===== config.mk =====
export PLATFORM = sky130hd
export DESIGN_NAME = ovl_remap
export DESIGN_NICKNAME = d
export VERILOG_FILES = /design/src/rtl/ovl_pkg.sv /design/src/rtl/ovl_ctlreg.sv /design/src/rtl/ovl_decode.sv /design/src/rtl/ovl_remap.sv
export SDC_FILE = /design/constraint.sdc
export NUM_CORES = 1
export LEC_CHECK = 0
export ABC_CLOCK_PERIOD_IN_PS = 2500
export CAP_MARGIN = 20
export CORE_ASPECT_RATIO = 1.1
export CORE_MARGIN = 10
export CORE_UTILIZATION = 28
export CTS_CLUSTER_DIAMETER = 200
export CTS_CLUSTER_SIZE = 40
export DETAILED_ROUTE_END_ITERATION = 12
export PLACE_DENSITY = 0.91
export SYNTH_ARGS = -nofsm -noshare
export SYNTH_HDL_FRONTEND = slang
export SYNTH_HIERARCHICAL = 1
export SYNTH_SLANG_ARGS = --single-unit

===== constraint.sdc =====
create_clock -name clk -period 2.5 [get_ports clk]
set_input_delay 0.5 -clock clk [delete_from_list [all_inputs] [get_ports clk]]
set_output_delay 0.5 -clock clk [all_outputs]
set_load 0.02 [all_outputs]

===== src/rtl/ovl_pkg.sv =====
package ovl_pkg;
    localparam int BLK_W = 3;

    typedef struct packed {
        logic             err;
        logic             en;
        logic [BLK_W-1:0] blk;
    } ovl_state_t;
endpackage


===== src/rtl/ovl_ctlreg.sv =====
module ovl_ctlreg
    import ovl_pkg::*;
#(
    parameter int MODE_W  = 3,
    parameter int MODE_LO = 5
) (
    input  logic              clk,
    input  logic              rst_n,
    input  logic              hw_stby,
    input  logic [MODE_W-1:0] mode,
    input  logic              flash_err,
    input  logic              we,
    input  logic [7:0]        wdata,
    output logic [7:0]        rdata,
    output logic              eff_en,
    output logic [BLK_W-1:0]  eff_blk
);
    localparam int EN_BIT = BLK_W;

    ovl_state_t st_d, st_q;
    logic       wr_ok;

    assign wr_ok = (int'(mode) >= MODE_LO);

    always_comb begin
        st_d = st_q;
        if (flash_err) begin
            st_d.err = 1'b1;
        end
        if (we && wr_ok) begin
            st_d.en  = wdata[EN_BIT];
            st_d.blk = wdata[BLK_W-1:0];
        end
        if (hw_stby) begin
            st_d = '0;
        end
    end

    always_ff @(posedge clk or negedge rst_n) begin
        if (!rst_n) begin
            st_q <= '0;
        end else begin
            st_q <= st_d;
        end
    end

    always_comb begin
        rdata         = 8'h70;
        rdata[7]      = st_q.err;
        if (wr_ok) begin
            rdata[EN_BIT]      = st_q.en;
            rdata[BLK_W-1:0]   = st_q.blk;
        end
        eff_en  = wr_ok & st_q.en;
        eff_blk = st_q.blk;
    end
endmodule


===== src/rtl/ovl_decode.sv =====
module ovl_decode #(
    parameter int              ADDR_W     = 24,
    parameter int              OFF_W      = 9,
    parameter int              BLK_W      = 3,
    parameter logic [23:0]     WIN_BASE   = 24'hFFF000,
    parameter logic [23:0]     OVL_BASE   = 24'h01F000,
    parameter logic [23:0]     FLASH_LAST = 24'h01FFFF
) (
    input  logic              valid,
    input  logic              sleep,
    input  logic [ADDR_W-1:0] addr,
    input  logic              en,
    input  logic [BLK_W-1:0]  blk,
    output logic              ram_sel,
    output logic              flash_sel,
    output logic [OFF_W-1:0]  ram_off
);
    localparam int REG_LO = OFF_W + BLK_W;

    logic hit_win, hit_ovl, hit_flash, live;

    always_comb begin
        live      = valid & ~sleep;
        hit_win   = (addr[ADDR_W-1:OFF_W] == WIN_BASE[ADDR_W-1:OFF_W]);
        hit_ovl   = en
                  && (addr[ADDR_W-1:REG_LO] == OVL_BASE[ADDR_W-1:REG_LO])
                  && (addr[OFF_W +: BLK_W] == blk);
        hit_flash = (addr <= FLASH_LAST[ADDR_W-1:0]);

        ram_sel   = live & (hit_win | hit_ovl);
        flash_sel = live & hit_flash & ~hit_ovl;
        ram_off   = ram_sel ? addr[OFF_W-1:0] : '0;
    end
endmodule


===== src/rtl/ovl_remap.sv =====
module ovl_remap
    import ovl_pkg::*;
#(
    parameter int          ADDR_W     = 24,
    parameter int          OFF_W      = 9,
    parameter int          MODE_W     = 3,
    parameter int          MODE_LO    = 5,
    parameter logic [23:0] WIN_BASE   = 24'hFFF000,
    parameter logic [23:0] OVL_BASE   = 24'h01F000,
    parameter logic [23:0] FLASH_LAST = 24'h01FFFF
) (
    input  logic              clk,
    input  logic              rst_n,
    input  logic              hw_stby,
    input  logic              sw_stby,
    input  logic [MODE_W-1:0] mode,
    input  logic              flash_err,
    input  logic              reg_we,
    input  logic [7:0]        reg_wdata,
    output logic [7:0]        reg_rdata,
    input  logic              bus_valid,
    input  logic [ADDR_W-1:0] bus_addr,
    output logic              ram_sel,
    output logic              flash_sel,
    output logic [OFF_W-1:0]  ram_off
);
    logic             eff_en;
    logic [BLK_W-1:0] eff_blk;

    ovl_ctlreg #(
        .MODE_W  (MODE_W),
        .MODE_LO (MODE_LO)
    ) u_ctl (
        .clk       (clk),
        .rst_n     (rst_n),
        .hw_stby   (hw_stby),
        .mode      (mode),
        .flash_err (flash_err),
        .we        (reg_we),
        .wdata     (reg_wdata),
        .rdata     (reg_rdata),
        .eff_en    (eff_en),
        .eff_blk   (eff_blk)
    );

    ovl_decode #(
        .ADDR_W     (ADDR_W),
        .OFF_W      (OFF_W),
        .BLK_W      (BLK_W),
        .WIN_BASE   (WIN_BASE),
        .OVL_BASE   (OVL_BASE),
        .FLASH_LAST (FLASH_LAST)
    ) u_dec (
        .valid     (bus_valid),
        .sleep     (sw_stby),
        .addr      (bus_addr),
        .en        (eff_en),
        .blk       (eff_blk),
        .ram_sel   (ram_sel),
        .flash_sel (flash_sel),
        .ram_off   (ram_off)
    );
endmodule


Yosys cells after proc, flatten, opt, wreduce, memory -nomap -nowiden --
Index checks and enable logic that the tools add are counted.
Storage, ports and cells: output and inout port bits 19, word-level logic and storage cells 26, input port bits 42, bits in registers 5
Operators by class: order comparisons 2, multiplexer cells 5, reductions and logical operators 5, bitwise gates (word level) 8, equal/unequal tests 3
Operators by type and width (number):
- less-or-equal comparator 24 x 17 -> 1 bit (second input constant) | 1
- equality test 15 bit (second input constant) | 1
- equality test 12 x 5 -> 1 bit (second input constant) | 1
- 2-to-1 mux 9 bit | 1
- 2-to-1 mux 4 bit | 2
- bitwise AND 1 bit | 5
- 2-to-1 mux 5 bit | 1
- nonzero test 2 bit | 2
- equality test 3 bit | 1
- greater-or-equal comparator 3 bit (second input constant) | 1
- logical AND 1 bit | 3
- NOT 1 bit | 2
- 2-to-1 mux 1 bit | 1
- OR 1 bit | 1

Longest topological paths before layout --
depth after elaboration 7, gate-level depth with buffers 6, mapped depth without buffers 5

Modules after synthesis --
Netlist, hierarchy kept.
By module, submodules not included:
- ovl_ctlreg | cells an instance 34, area each 336.6 um^2, sequential area each 125.1 um^2, times used 1
- ovl_decode | cells an instance 30, area each 244.0 um^2, sequential area each 0.0 um^2, times used 1

Worst setup path after synthesis --
No wires, ideal clock.
path type in2out, from in bus_addr[17], to out ram_off[0], slack 0.195 ns, buffers on the path 1, data required time 2.000 ns, cell stages on the path 5, data arrival time 1.805 ns, path through nor4_2 nand4b_1 or4_4 buf_6 a21boi_2
Between the ends: longest elaborated chain between the ends 6, elaborated cells between the ends (all ways) 7, those cells by class 2 x eq/ne; 1 x mux; 2 x bitwise; 2 x reduce/logical
RTL lines:
- from (decl) | line ovl_remap.sv:22 | input logic [ADDR_W-1:0] bus_addr,
- equality test 12 x 5 -> 1 bit | line ovl_decode.sv:26 | && (addr[ADDR_W-1:REG_LO] == OVL_BASE[ADDR_W-1:REG_LO])
- logical AND 1 bit | line ovl_decode.sv:26
- logical AND 1 bit | line ovl_decode.sv:27 | && (addr[OFF_W +: BLK_W] == blk);
- OR 1 bit (*) | line ovl_decode.sv:30 | ram_sel = live & (hit_win | hit_ovl);
- bitwise AND 1 bit (*) | line ovl_decode.sv:30
- 2-to-1 mux 9 bit (*) | line ovl_decode.sv:32 | ram_off = ram_sel ? addr[OFF_W-1:0] : '0;
- to (decl) | line ovl_remap.sv:25 | output logic [OFF_W-1:0] ram_off
Every way passes the cells marked *; elsewhere a longest branch is shown, timed or not.

Worst setup path in the final report --
from in bus_addr[19], to out ram_off[3]
The elaborated chain is that of the path after synthesis.

==> results.yml <==
worst_setup_path:
  worstSetupPathType: "primary input to output pin"
  setup.worst_path.start_class: "primary input"
  cpPeakStageDelay_ns: 0.63
  worstPathRequired_ns: 2.00
  timing.critical_path.depth: 6
  worst-endpoint-arrival_ns: 1.99
  path_delay_family: "simple AND/OR/NAND/NOR gates"
  worstPathMaxFanout: 5
  worst_r2r_path_depth: 3
  slowest_stage: "or4_4"
  critPathBufInv: 2
  endpoint_kind: "output pin"
  path_cells: "clkdlybuf4s15_1 -> nor3_2 -> nand4b_1 -> or4_4 -> a21boi_4 -> buf_6"
timing:
  finalCritPeriodShare_pct: 99.6
  drv_slew: 0
  finalHoldViolCount: 0
  setup_violations: 0
  fin_skew_ns: 0
  grt_setup_unrepaired: "true"
  min_period_ns: 2.49
  max_freq_mhz: 401
synth:
  yosysTopAreaCell: "dfrtp_1"
  synth_top_area_share_pct: 21.6
  yosys_warnings: 6
  synth_ff_type: "dfrtp_1"
  synth_most_common_cell: "a21boi_2"
  synth_cell_type_count: 23
  synth-async-reset-ratio_pct: 100
  ys_seq_area_share_pct: 21.6
  avgSynthCellArea_sq_um: 9.07
  postSynthCellCount: 64
  yosys_register_bits: 5
  netlist_top_cells_count: "a21boi_2, buf_4, nand2b_1, dfrtp_1"
  synthTopCellsByArea: "dfrtp_1, a21boi_2, buf_4, nand2b_1, mux2i_1"
  syn-cell-area_sq_um: 581
  synth_edf_count: 0
floorplanning:
  initial_core_util_pct: 29.0
  rows: 17
  chipHeight_microns: 67.8
  dieArea_sq_um: 4300
  io_pins: 61
  die_x_microns: 63.4
  fp.coreArea_sq_um: 2000
place:
  place_area_sq_um: 1150
  gp_congestion: 0.743
  io_buffer_count: 53
  place_inst: 146
  dp_hpwl_microns: 2050
cells_and_area:
  area_growth_pct: 119
  fillers: 174
  nets: 170
  fin_cells: 155
  finish.utilization_pct: 63.6
  final_cell_area_sq_um: 1270
  num_antenna_cells: 0
  drive_gt1_share_pct: 40.9
global_route:
  grt_overflow: 0
  use_met3_pct: 5.79
  grt.met1_usage_pct: 10.2
  busiest_layer: "met2"
  grt_start_max_net_pins: 10
  grt_pass1_wl_microns: 3910
  use_met2_pct: 21.9
  grt_usage_pct: 11.6
  grt_pass1_vias: 801
  antenna_found_initial: 0
pwr:
  power_density_nw_per_um2: 236
  power_leakage_uw: 0.000556
  ir_drop_mv: 0.254
drt:
  drc: 0
  drt_pass1_iterations: 4
  wl_microns: 2520
  vias_per_cell: 4.69
  dr_total_vias: 727
  antenna_left: 0
  routedWlPerCell_microns: 16.2
  drtIter0Drc: 19
clock_tree:
  root_buffer: "clkbuf_4"
  cts_max_level: 1
  numCtsBuffers: 3
  clkTransAtPathRegs_ns: 0.05
  clock_latency_ns: 0.25
  cts_num_sinks: 5
  cts_tree: "built"
  clockBufferDepth: 2
run_status:
  status: "complete, no violations"
min_path:
  hold_class: "primary input to asynchronous set/reset pin"
run:
  maxCapViolations: 0
## kinds of logic (layout without fill, tap and decap cells)
kind of cell / after synthesis / after routing / share of synthesized area (%)
other: 1 / 3 / 0.646
buffers and inverters: 10 / 70 / 12.9
DFF: 5 / 5 / 21.6
AOI/OAI and AO/OA: 11 / 11 / 21.8
and+or+nand+nor: 30 / 31 / 31.7
muxes: 4 / 4 / 6.90
xor gates and xnor gates: 3 / 3 / 4.53
## report_power, final
part	internal, uW	switching [uW]
clock network	60.6	37.7
registers	85.2	2.93
logic	73.5	39.8
## cells in the final DEF (no fill, tap or decap), types with 2 or more instances in the layout
cell type and count:
buf_8 2, buf_4 11, a21boi_2 7, nand2b_1 8, conb_1 3, dfrtp_1 5
mux2i_1 4, clkdlybuf4s50_1 22, buf_6 11, clkbuf_2 4, or4_4 2, clkdlybuf4s15_1 5
nand2_1 2, a21boi_4 2, dlygate4sd2_1 9, nand4_1 2, and2_1 3, clkbuf_4 3
nor2_1 4, xnor2_1 3
## area by class of cell
cell class	instances	area, sq um	area share [%]
Timing Repair Buffer	66	623	49.0
Multi-Input combinational cell	52	462	36.3
Sequential cell	5	125	9.84
Tap cell	28	35.0	2.76
Clock buffer	4	26.3	2.07
## layer usage
| layer | routed length (microns) | up-vias |
|---|---|---|
| met5 | 0 | - |
| met4 | 34 | 0 |
| met3 | 274 | 4 |
| met2 | 1320 | 49 |
| met1 | 886 | 330 |
| li1 | - | 344 |
## worst paths after layout
kind,endpoint,from,slack [ns]
worst max-delay path,ram_off[3],bus_addr[19],0.009
min in group clk,u_ctl/rdata[7],u_ctl/rdata[7],0.50
worst min-delay path,u_ctl/st_q[3],rst_n,0.48
worst max register to register,u_ctl/eff_blk[2],u_ctl/eff_blk[2],1.72
worst min register to register,u_ctl/rdata[7],u_ctl/rdata[7],0.50
max in group asynchronous,u_ctl/eff_blk[0],rst_n,1.82
## what timing repair did
| action | CTS | global route |
|---|---|---|
| hold endpoints to repair | 0 | 0 |
| gates cloned | 2 | 0 |
| hold buffers | 0 | 0 |
| endpoints found under the setup margin | 12 | 11 |
| pin swaps | 19 | 10 |
| buffers inserted | 1 | 2 |
| resized for setup | 96 | 21 |
## flip-flops by register name, summed over array words and instances, names as in the netlist
signal         flops
u_ctl/st_q         1
u_ctl/eff_blk      3
u_ctl/rdata        1
## metrics by stage
stage	setup WS [ns]	TNS, ns	hold slack (ns)	total power, uW
after floorplan	0.195	0	0.204	128
after global placement	-0.779	-7.72	0.479	199
after detailed placement	-0.889	-8.62	0.516	201
after CTS	0.00111	0	0.478	300
after global routing	-0.0811	-0.540	0.482	317
final	0.00880	0	0.476	300
Power figures use the tool's default switching activity.
